File: src/rtl/irqc_pkg.sv
package irqc_pkg;
    localparam int BANK_W = 32;
    localparam int ADDR_W = 8;

    localparam logic [ADDR_W-1:0] OFF_HI_STAT = 8'h10;
    localparam logic [ADDR_W-1:0] OFF_HI_MASK = 8'h14;
    localparam logic [ADDR_W-1:0] OFF_HI_CLR  = 8'h18;
    localparam logic [ADDR_W-1:0] OFF_LO_STAT = 8'h20;
    localparam logic [ADDR_W-1:0] OFF_LO_MASK = 8'h24;
    localparam logic [ADDR_W-1:0] OFF_LO_CLR  = 8'h28;

    typedef enum logic [2:0] {
        RSEL_NONE,
        RSEL_HI_STAT,
        RSEL_HI_MASK,
        RSEL_LO_STAT,
        RSEL_LO_MASK
    } rsel_e;

    typedef struct packed {
        logic  hi_mask_we;
        logic  hi_clr_we;
        logic  lo_mask_we;
        logic  lo_clr_we;
        rsel_e rsel;
    } dec_t;
endpackage

File: src/rtl/irqc_decode.sv
module irqc_decode
    import irqc_pkg::*;
(
    input  logic [ADDR_W-1:0] addr,
    input  logic              we,
    input  logic              re,
    output dec_t              dec
);
    always_comb begin
        dec = '0;
        dec.rsel = RSEL_NONE;
        if (we) begin
            dec.hi_mask_we = (addr == OFF_HI_MASK);
            dec.hi_clr_we  = (addr == OFF_HI_CLR);
            dec.lo_mask_we = (addr == OFF_LO_MASK);
            dec.lo_clr_we  = (addr == OFF_LO_CLR);
        end
        if (re) begin
            case (addr)
                OFF_HI_STAT: dec.rsel = RSEL_HI_STAT;
                OFF_HI_MASK: dec.rsel = RSEL_HI_MASK;
                OFF_LO_STAT: dec.rsel = RSEL_LO_STAT;
                OFF_LO_MASK: dec.rsel = RSEL_LO_MASK;
                default:     dec.rsel = RSEL_NONE;
            endcase
        end
    end

    always_comb begin
        assert ($countones({dec.hi_mask_we, dec.hi_clr_we, dec.lo_mask_we, dec.lo_clr_we}) <= 1)
            else $error("AST_ONE_WRITE_TARGET");
    end
endmodule

File: src/rtl/irqc_bank.sv
module irqc_bank #(
    parameter int W = 32
) (
    input  logic         clk,
    input  logic         rst,
    input  logic [W-1:0] src,
    input  logic         mask_we,
    input  logic         clr_we,
    input  logic [W-1:0] wdata,
    output logic [W-1:0] mask_o,
    output logic [W-1:0] status_o,
    output logic         hit_o
);
    typedef struct packed {
        logic [W-1:0] src;
        logic [W-1:0] pend;
        logic [W-1:0] mask;
    } bank_t;

    bank_t bank_d, bank_q;
    logic [W-1:0] rise;
    logic [W-1:0] clr_bits;

    always_comb begin
        bank_d   = bank_q;
        rise     = src & ~bank_q.src;
        clr_bits = clr_we ? wdata : '0;
        bank_d.src  = src;
        bank_d.pend = rise | (bank_q.pend & src & ~clr_bits);
        if (mask_we) begin
            bank_d.mask = wdata;
        end
    end

    always_ff @(posedge clk) begin
        if (rst) begin
            bank_q <= '0;
        end else begin
            bank_q <= bank_d;
        end
    end

    assign mask_o   = bank_q.mask;
    assign status_o = bank_q.pend & bank_q.mask;
    assign hit_o    = |status_o;

    AST_PEND_NEEDS_LINE: assert property (@(posedge clk) disable iff (rst)
        (bank_q.pend & ~bank_q.src) == '0);

    AST_MASK_LOADS: assert property (@(posedge clk) disable iff (rst)
        mask_we |=> bank_q.mask == $past(wdata));

    AST_CLEAR_TAKES: assert property (@(posedge clk) disable iff (rst)
        clr_we |=> (bank_q.pend & $past(wdata) & ~($past(src) & ~$past(bank_q.src))) == '0);

    AST_RISE_SETS: assert property (@(posedge clk) disable iff (rst)
        (|(src & ~bank_q.src)) |=> (bank_q.pend & $past(src & ~bank_q.src)) == $past(src & ~bank_q.src));
endmodule

File: src/rtl/dual_bank_irq_ctrl.sv
module dual_bank_irq_ctrl
    import irqc_pkg::*;
#(
    parameter int LINES = BANK_W
) (
    input  logic              clk,
    input  logic              rst,
    input  logic [LINES-1:0]  irq_src_lo,
    input  logic [LINES-1:0]  irq_src_hi,
    input  logic [ADDR_W-1:0] reg_addr,
    input  logic              reg_we,
    input  logic              reg_re,
    input  logic [LINES-1:0]  reg_wdata,
    output logic [LINES-1:0]  reg_rdata,
    output logic              cpu_irq
);
    localparam int NBANK = 2;

    typedef struct packed {
        logic [LINES-1:0] rdata;
    } top_t;

    top_t top_d, top_q;
    dec_t dec;

    logic [NBANK-1:0][LINES-1:0] srcs, masks, stats;
    logic [NBANK-1:0]            mask_wes, clr_wes, hits;

    irqc_decode i_decode (
        .addr (reg_addr),
        .we   (reg_we),
        .re   (reg_re),
        .dec  (dec)
    );

    assign srcs[0]     = irq_src_lo;
    assign srcs[1]     = irq_src_hi;
    assign mask_wes[0] = dec.lo_mask_we;
    assign mask_wes[1] = dec.hi_mask_we;
    assign clr_wes[0]  = dec.lo_clr_we;
    assign clr_wes[1]  = dec.hi_clr_we;

    for (genvar g = 0; g < NBANK; g++) begin : g_bank
        irqc_bank #(.W(LINES)) i_bank (
            .clk      (clk),
            .rst      (rst),
            .src      (srcs[g]),
            .mask_we  (mask_wes[g]),
            .clr_we   (clr_wes[g]),
            .wdata    (reg_wdata),
            .mask_o   (masks[g]),
            .status_o (stats[g]),
            .hit_o    (hits[g])
        );
    end

    always_comb begin
        top_d = top_q;
        if (reg_re) begin
            case (dec.rsel)
                RSEL_HI_STAT: top_d.rdata = stats[1];
                RSEL_HI_MASK: top_d.rdata = masks[1];
                RSEL_LO_STAT: top_d.rdata = stats[0];
                RSEL_LO_MASK: top_d.rdata = masks[0];
                default:      top_d.rdata = '0;
            endcase
        end
    end

    always_ff @(posedge clk) begin
        if (rst) begin
            top_q <= '0;
        end else begin
            top_q <= top_d;
        end
    end

    assign reg_rdata = top_q.rdata;
    assign cpu_irq   = |hits;

    AST_IRQ_QUIET_AFTER_RESET: assert property (@(posedge clk)
        rst |=> !cpu_irq && reg_rdata == '0);

    AST_RDATA_HOLDS: assert property (@(posedge clk) disable iff (rst)
        !reg_re |=> $stable(reg_rdata));

    AST_UNMAPPED_READ_ZERO: assert property (@(posedge clk) disable iff (rst)
        (reg_re && dec.rsel == RSEL_NONE) |=> reg_rdata == '0);
endmodule

File: config.mk
export PLATFORM = sky130hd
export DESIGN_NAME = dual_bank_irq_ctrl
export DESIGN_NICKNAME = d
export VERILOG_FILES = /design/src/rtl/irqc_pkg.sv /design/src/rtl/irqc_decode.sv /design/src/rtl/irqc_bank.sv /design/src/rtl/dual_bank_irq_ctrl.sv
export SDC_FILE = /design/constraint.sdc
export NUM_CORES = 1
export LEC_CHECK = 0
export ABC_AREA = 0
export BUFFER_PORTS_ARGS = -buffer_cell sky130_fd_sc_hd__buf_2
export CAP_MARGIN = 20
export CORE_MARGIN = 1
export CORE_UTILIZATION = 24
export CTS_CLUSTER_DIAMETER = 100
export DETAILED_ROUTE_END_ITERATION = 7
export PLACE_DENSITY = 0.37
export SLEW_MARGIN = 0
export SYNTH_ARGS = -nofsm -noshare
export SYNTH_HDL_FRONTEND = slang
export SYNTH_HIERARCHICAL = 1
export SYNTH_SLANG_ARGS = --single-unit
File: constraint.sdc
create_clock -name clk -period 4.25 [get_ports clk]
set_clock_uncertainty 0.05 [all_clocks]
set_input_delay 0.425 -clock clk [delete_from_list [all_inputs] [get_ports clk]]
set_output_delay 0.425 -clock clk [all_outputs]
set_load 0.02 [all_outputs]
# ---- After elaboration in Yosys (flattened, before gate mapping)
# Index checks and enable logic that the tools add are counted.
dict set report word_totals {
  output_inout_bits 33
  wordCells 38
  in_bits 108
  ff_bits 224
}
dict set report op_classes {
  n_eq_ne 10
  bitwise 14
  muxes 6
  n_reduce_logical 1
}
# cell count
set op_table {}
lappend op_table {{AND 32 bit} 8}
lappend op_table {{inverter 32 bit} 4}
lappend op_table {{case mux 32 bit (4 select lines)} 1}
lappend op_table {{two-way mux 32 bit} 2}
lappend op_table {{OR 32 bit} 2}
lappend op_table {{OR reduction 64 bit} 1}
lappend op_table {{equality test 8 x 5 -> 1 bit (second input constant)} 3}
lappend op_table {{equality test 8 x 6 -> 1 bit (second input constant)} 3}
lappend op_table {{case mux 3 bit (4 select lines)} 1}
lappend op_table {{equality test 3 x 2 -> 1 bit (second input constant)} 2}
lappend op_table {{two-way mux 4 bit} 1}
lappend op_table {{equality test 3 x 1 -> 1 bit (second input constant)} 1}
lappend op_table {{equality test 3 bit (second input constant)} 1}
lappend op_table {{two-way mux 3 bit} 1}

# ---- Longest topological paths before layout
dict set report logic_depth {
  depth_word 6
  mapped_depth 9
  ltp_nobuf 6
}

# ---- Hierarchy
# The synthesis kept the hierarchy.
# module instances cells_each area_per_inst_um2 seq_area_each_um2
set by_module_without_submodules {}
lappend by_module_without_submodules {irqc_bank 2 379 3633.5 1921.8}
lappend by_module_without_submodules {dual_bank_irq_ctrl 1 267 2583.7 640.6}
lappend by_module_without_submodules {irqc_decode 1 15 102.6 0.0}

# ---- Worst setup path after synthesis
# No wires, ideal clock.
dict set report synth_path {
  path_type {reg2out}
  from {reg g_bank[1].i_bank/bank_q[59] (netlist name)}
  to {out cpu_irq}
  setup_slack_ns 1.597
  n_path_buf 0
  path_stages_with_launch 6
  t_required_ns 3.775
  t_arrival_ns 2.178
  path_cell_list {dfxtp_1 > and2_4 > or4_1 > or4_1 > or4_1 > or2_2}
}
# element line_no
set synth_rtl {}
lappend synth_rtl {{from (decl)} irqc_bank.sv:20} ;# bank_t bank_d, bank_q;
lappend synth_rtl {{from (signal assigned)} irqc_bank.sv:39} ;# bank_q <= bank_d;
lappend synth_rtl {{to (decl)} dual_bank_irq_ctrl.sv:15} ;# output logic cpu_irq

==> impl_metrics.py <==
metrics = {
    "final_layout": {
        "drive_gt1_frac": 0.237,
        "fillCellCount": 4341,
        "nets": 1210,
        "final_common_cell": "dfxtp_1",
        "layout_common_cells": "dfxtp_1, nand2_1, buf_2",
        "syn_to_final_growth_pct": 17.9,
        "post-route-util": 0.287,
    },
    "synthesis": {
        "seq_area_frac_synth": 0.451,
        "yosysUniqueCellTypes": 32,
        "synth-edff-count": 0,
        "netlist_instances": 1040,
        "synth-seq-cells": 224,
        "synth_nets": 1148,
        "ys.flop_type": "dfxtp_1",
        "syn_area_um2": 9950,
        "async_reset_ff_frac": 0,
        "synthDominantCellAreaShare": 0.451,
        "synth_top_cell_by_area": "dfxtp_1",
        "yosys_warnings": 6,
        "postSynthAreaPerCell_um2": 9.57,
        "synthTopCellsByArea": "dfxtp_1, mux2i_1, nand2_1",
    },
    "timing": {
        "slew-limit-headroom": 0.404,
        "period_share": 0.845,
        "slew_violations": 0,
        "tns_ns": 0,
        "hold_viol_final": 0,
        "period_needed_ns": 3.59,
        "fmax_mhz": 278,
        "rsz0062_at_grt": "no",
        "setup_violations": 0,
        "holdWs_ns": 0.0650,
        "tightest_slew_ns": 0.892,
    },
    "setup_path": {
        "crit_arrival_ns": 3.12,
        "startpoint_type": "flip-flop",
        "required_ns": 3.77,
        "cp_max_fo": 2,
        "worstSetupPathType": "flip-flop to output pin",
        "r2r_slack_ns": 3.00,
        "end_kind": "output pin",
    },
    "power_and_ir_drop": {
        "power_density_nw_per_um2": 423,
        "p_leak_nw": 4.21,
        "ir_worst_vdd_v": 0.000268,
    },
    "route": {
        "wl_per_cell_um": 18.1,
        "num_vias": 7294,
        "drc_errors": 0,
        "first_iter_violations": 463,
        "viasPerCell": 4.41,
        "ant_nets": 0,
        "drt_first_pass_iters": 5,
        "wirelength_um": 30000,
    },
    "cts": {
        "cts_buffers": 28,
        "clockBufferDepth": 3,
        "htreeDepth": 1,
        "clock_sinks": 224,
        "cts_resized": 0,
        "postCtsSetupBuffers": 0,
        "clockRootBuffer": "clkbuf_16",
        "holdBufCountCts": 0,
        "clk_pin_slew_ns": 0.06,
        "cts_tree": "done",
        "clock_latency_ns": 0.55,
    },
    "global_route": {
        "grt_start_max_net_pins": 91,
        "grt-ovfl-total": 0,
        "antenna_found_initial": 2,
        "grt_usage": 0.141,
        "grt_pass1_wl_um": 45300,
        "grt_pass1_vias": 7236,
    },
    "flow_run": {
        "maxCapViolCount": 0,
    },
    "floorplan": {
        "rows": 74,
        "die_area_um2": 42300,
        "boundaryPins": 141,
        "core_area_um2": 40800,
        "start_util": 0.244,
        "die_y_um": 206,
        "die_w_um": 206,
    },
    "placement": {
        "portBuffers": 140,
        "gp_congestion": 0.724,
        "post-dp-hpwl_um": 20600,
    },
    "status": {
        "outcome": "completed",
    },
    "hold_path": {
        "hold_path_class": "input port to flip-flop",
    },
}
## Yosys cell counts, drive strengths merged (2+ instances only)
cell type	count
dfxtp	224
nand2	160
buf	96
nor2	70
nand3b	65
a21boi	64
and2	64
mux2i	64
nor2b	64
clkbuf	33
a21o	32
a221oi	32
a222oi	32
or4	18
or2	9
inv	2
or4b	2
## power breakdown
group | internal (mW) | switching [mW]
Clock | 1.61 | 0.954
Combinational | 0.0826 | 0.112
Sequential | 2.17 | 0.0274
Total | 3.87 | 1.09
## worst max-delay path, cell delays in order, from the launching register on
cell and delay, ns:
dfxtp_1 0.31, and2_1 0.17, or4_1 0.53, or4_1 0.55, or4_1 0.48, or2_2 0.34, buf_2 0.17
## cells by family after synthesis
family,Yosys count,synth area share
AO/OA/AOI/OAI,163,0.156
buffers and inverters,131,0.0835
flip-flops,224,0.451
multiplexers,65,0.0655
AND/OR/NAND/NOR,457,0.244
## worst paths after layout
| path | startpoint | cells after the start | to |
|---|---|---|---|
| max reg2reg | g_bank[1].i_bank/mask_o[9] | 4 | reg_rdata[9] |
| min | irq_src_lo[10] | 2 | g_bank[0].i_bank/bank_q[74] |
| min reg2reg | g_bank[0].i_bank/bank_q[79] | 1 | g_bank[0].i_bank/bank_q[47] |
| max | g_bank[1].i_bank/bank_q[56] | 6 | cpu_irq |
## through the flow
stage | area [um^2] | power [mW] | cells | setup slack (ns)
2_1_floorplan | 9950 | 2.32 | 1040 | 1.60
3_3_place_gp | 10700 | 2.44 | 1603 | 1.05
3_5_place_dp | 10700 | 2.44 | 1603 | 1.03
4_1_cts | 11700 | 5.07 | 1653 | 0.589
5_1_grt | 11700 | 5.17 | 1654 | 0.554
6_report | 11700 | 4.96 | 1655 | 0.659
## final cells by class
cell class,instances,area [um^2],share of cell area
Sequential cell,224,4480,0.382
Antenna cell,1,2.50,0.000213
Tap cell,532,666,0.0567
Inverter,2,7.51,0.000640
Timing Repair Buffer,161,877,0.0748
Multi-Input combinational cell,685,4690,0.400
Clock inverter,12,204,0.0174
Clock buffer,38,798,0.0681
## layer usage
layer / wire [um] / vias up / global-route usage
met4: 527 / 2 / 0.0320
li1: - / 3672 / -
met3: 1290 / 37 / 0.0255
met2: 13300 / 140 / 0.223
met5: 13 / - / 0
met1: 14900 / 3443 / 0.198
## registers in the layout, indices dropped and copies added, names as in the netlist
register              cells
g_bank.i_bank/mask_o     64
g_bank.i_bank/bank_q    128
reg_rdata                32
Power figures use the tool's default switching activity.
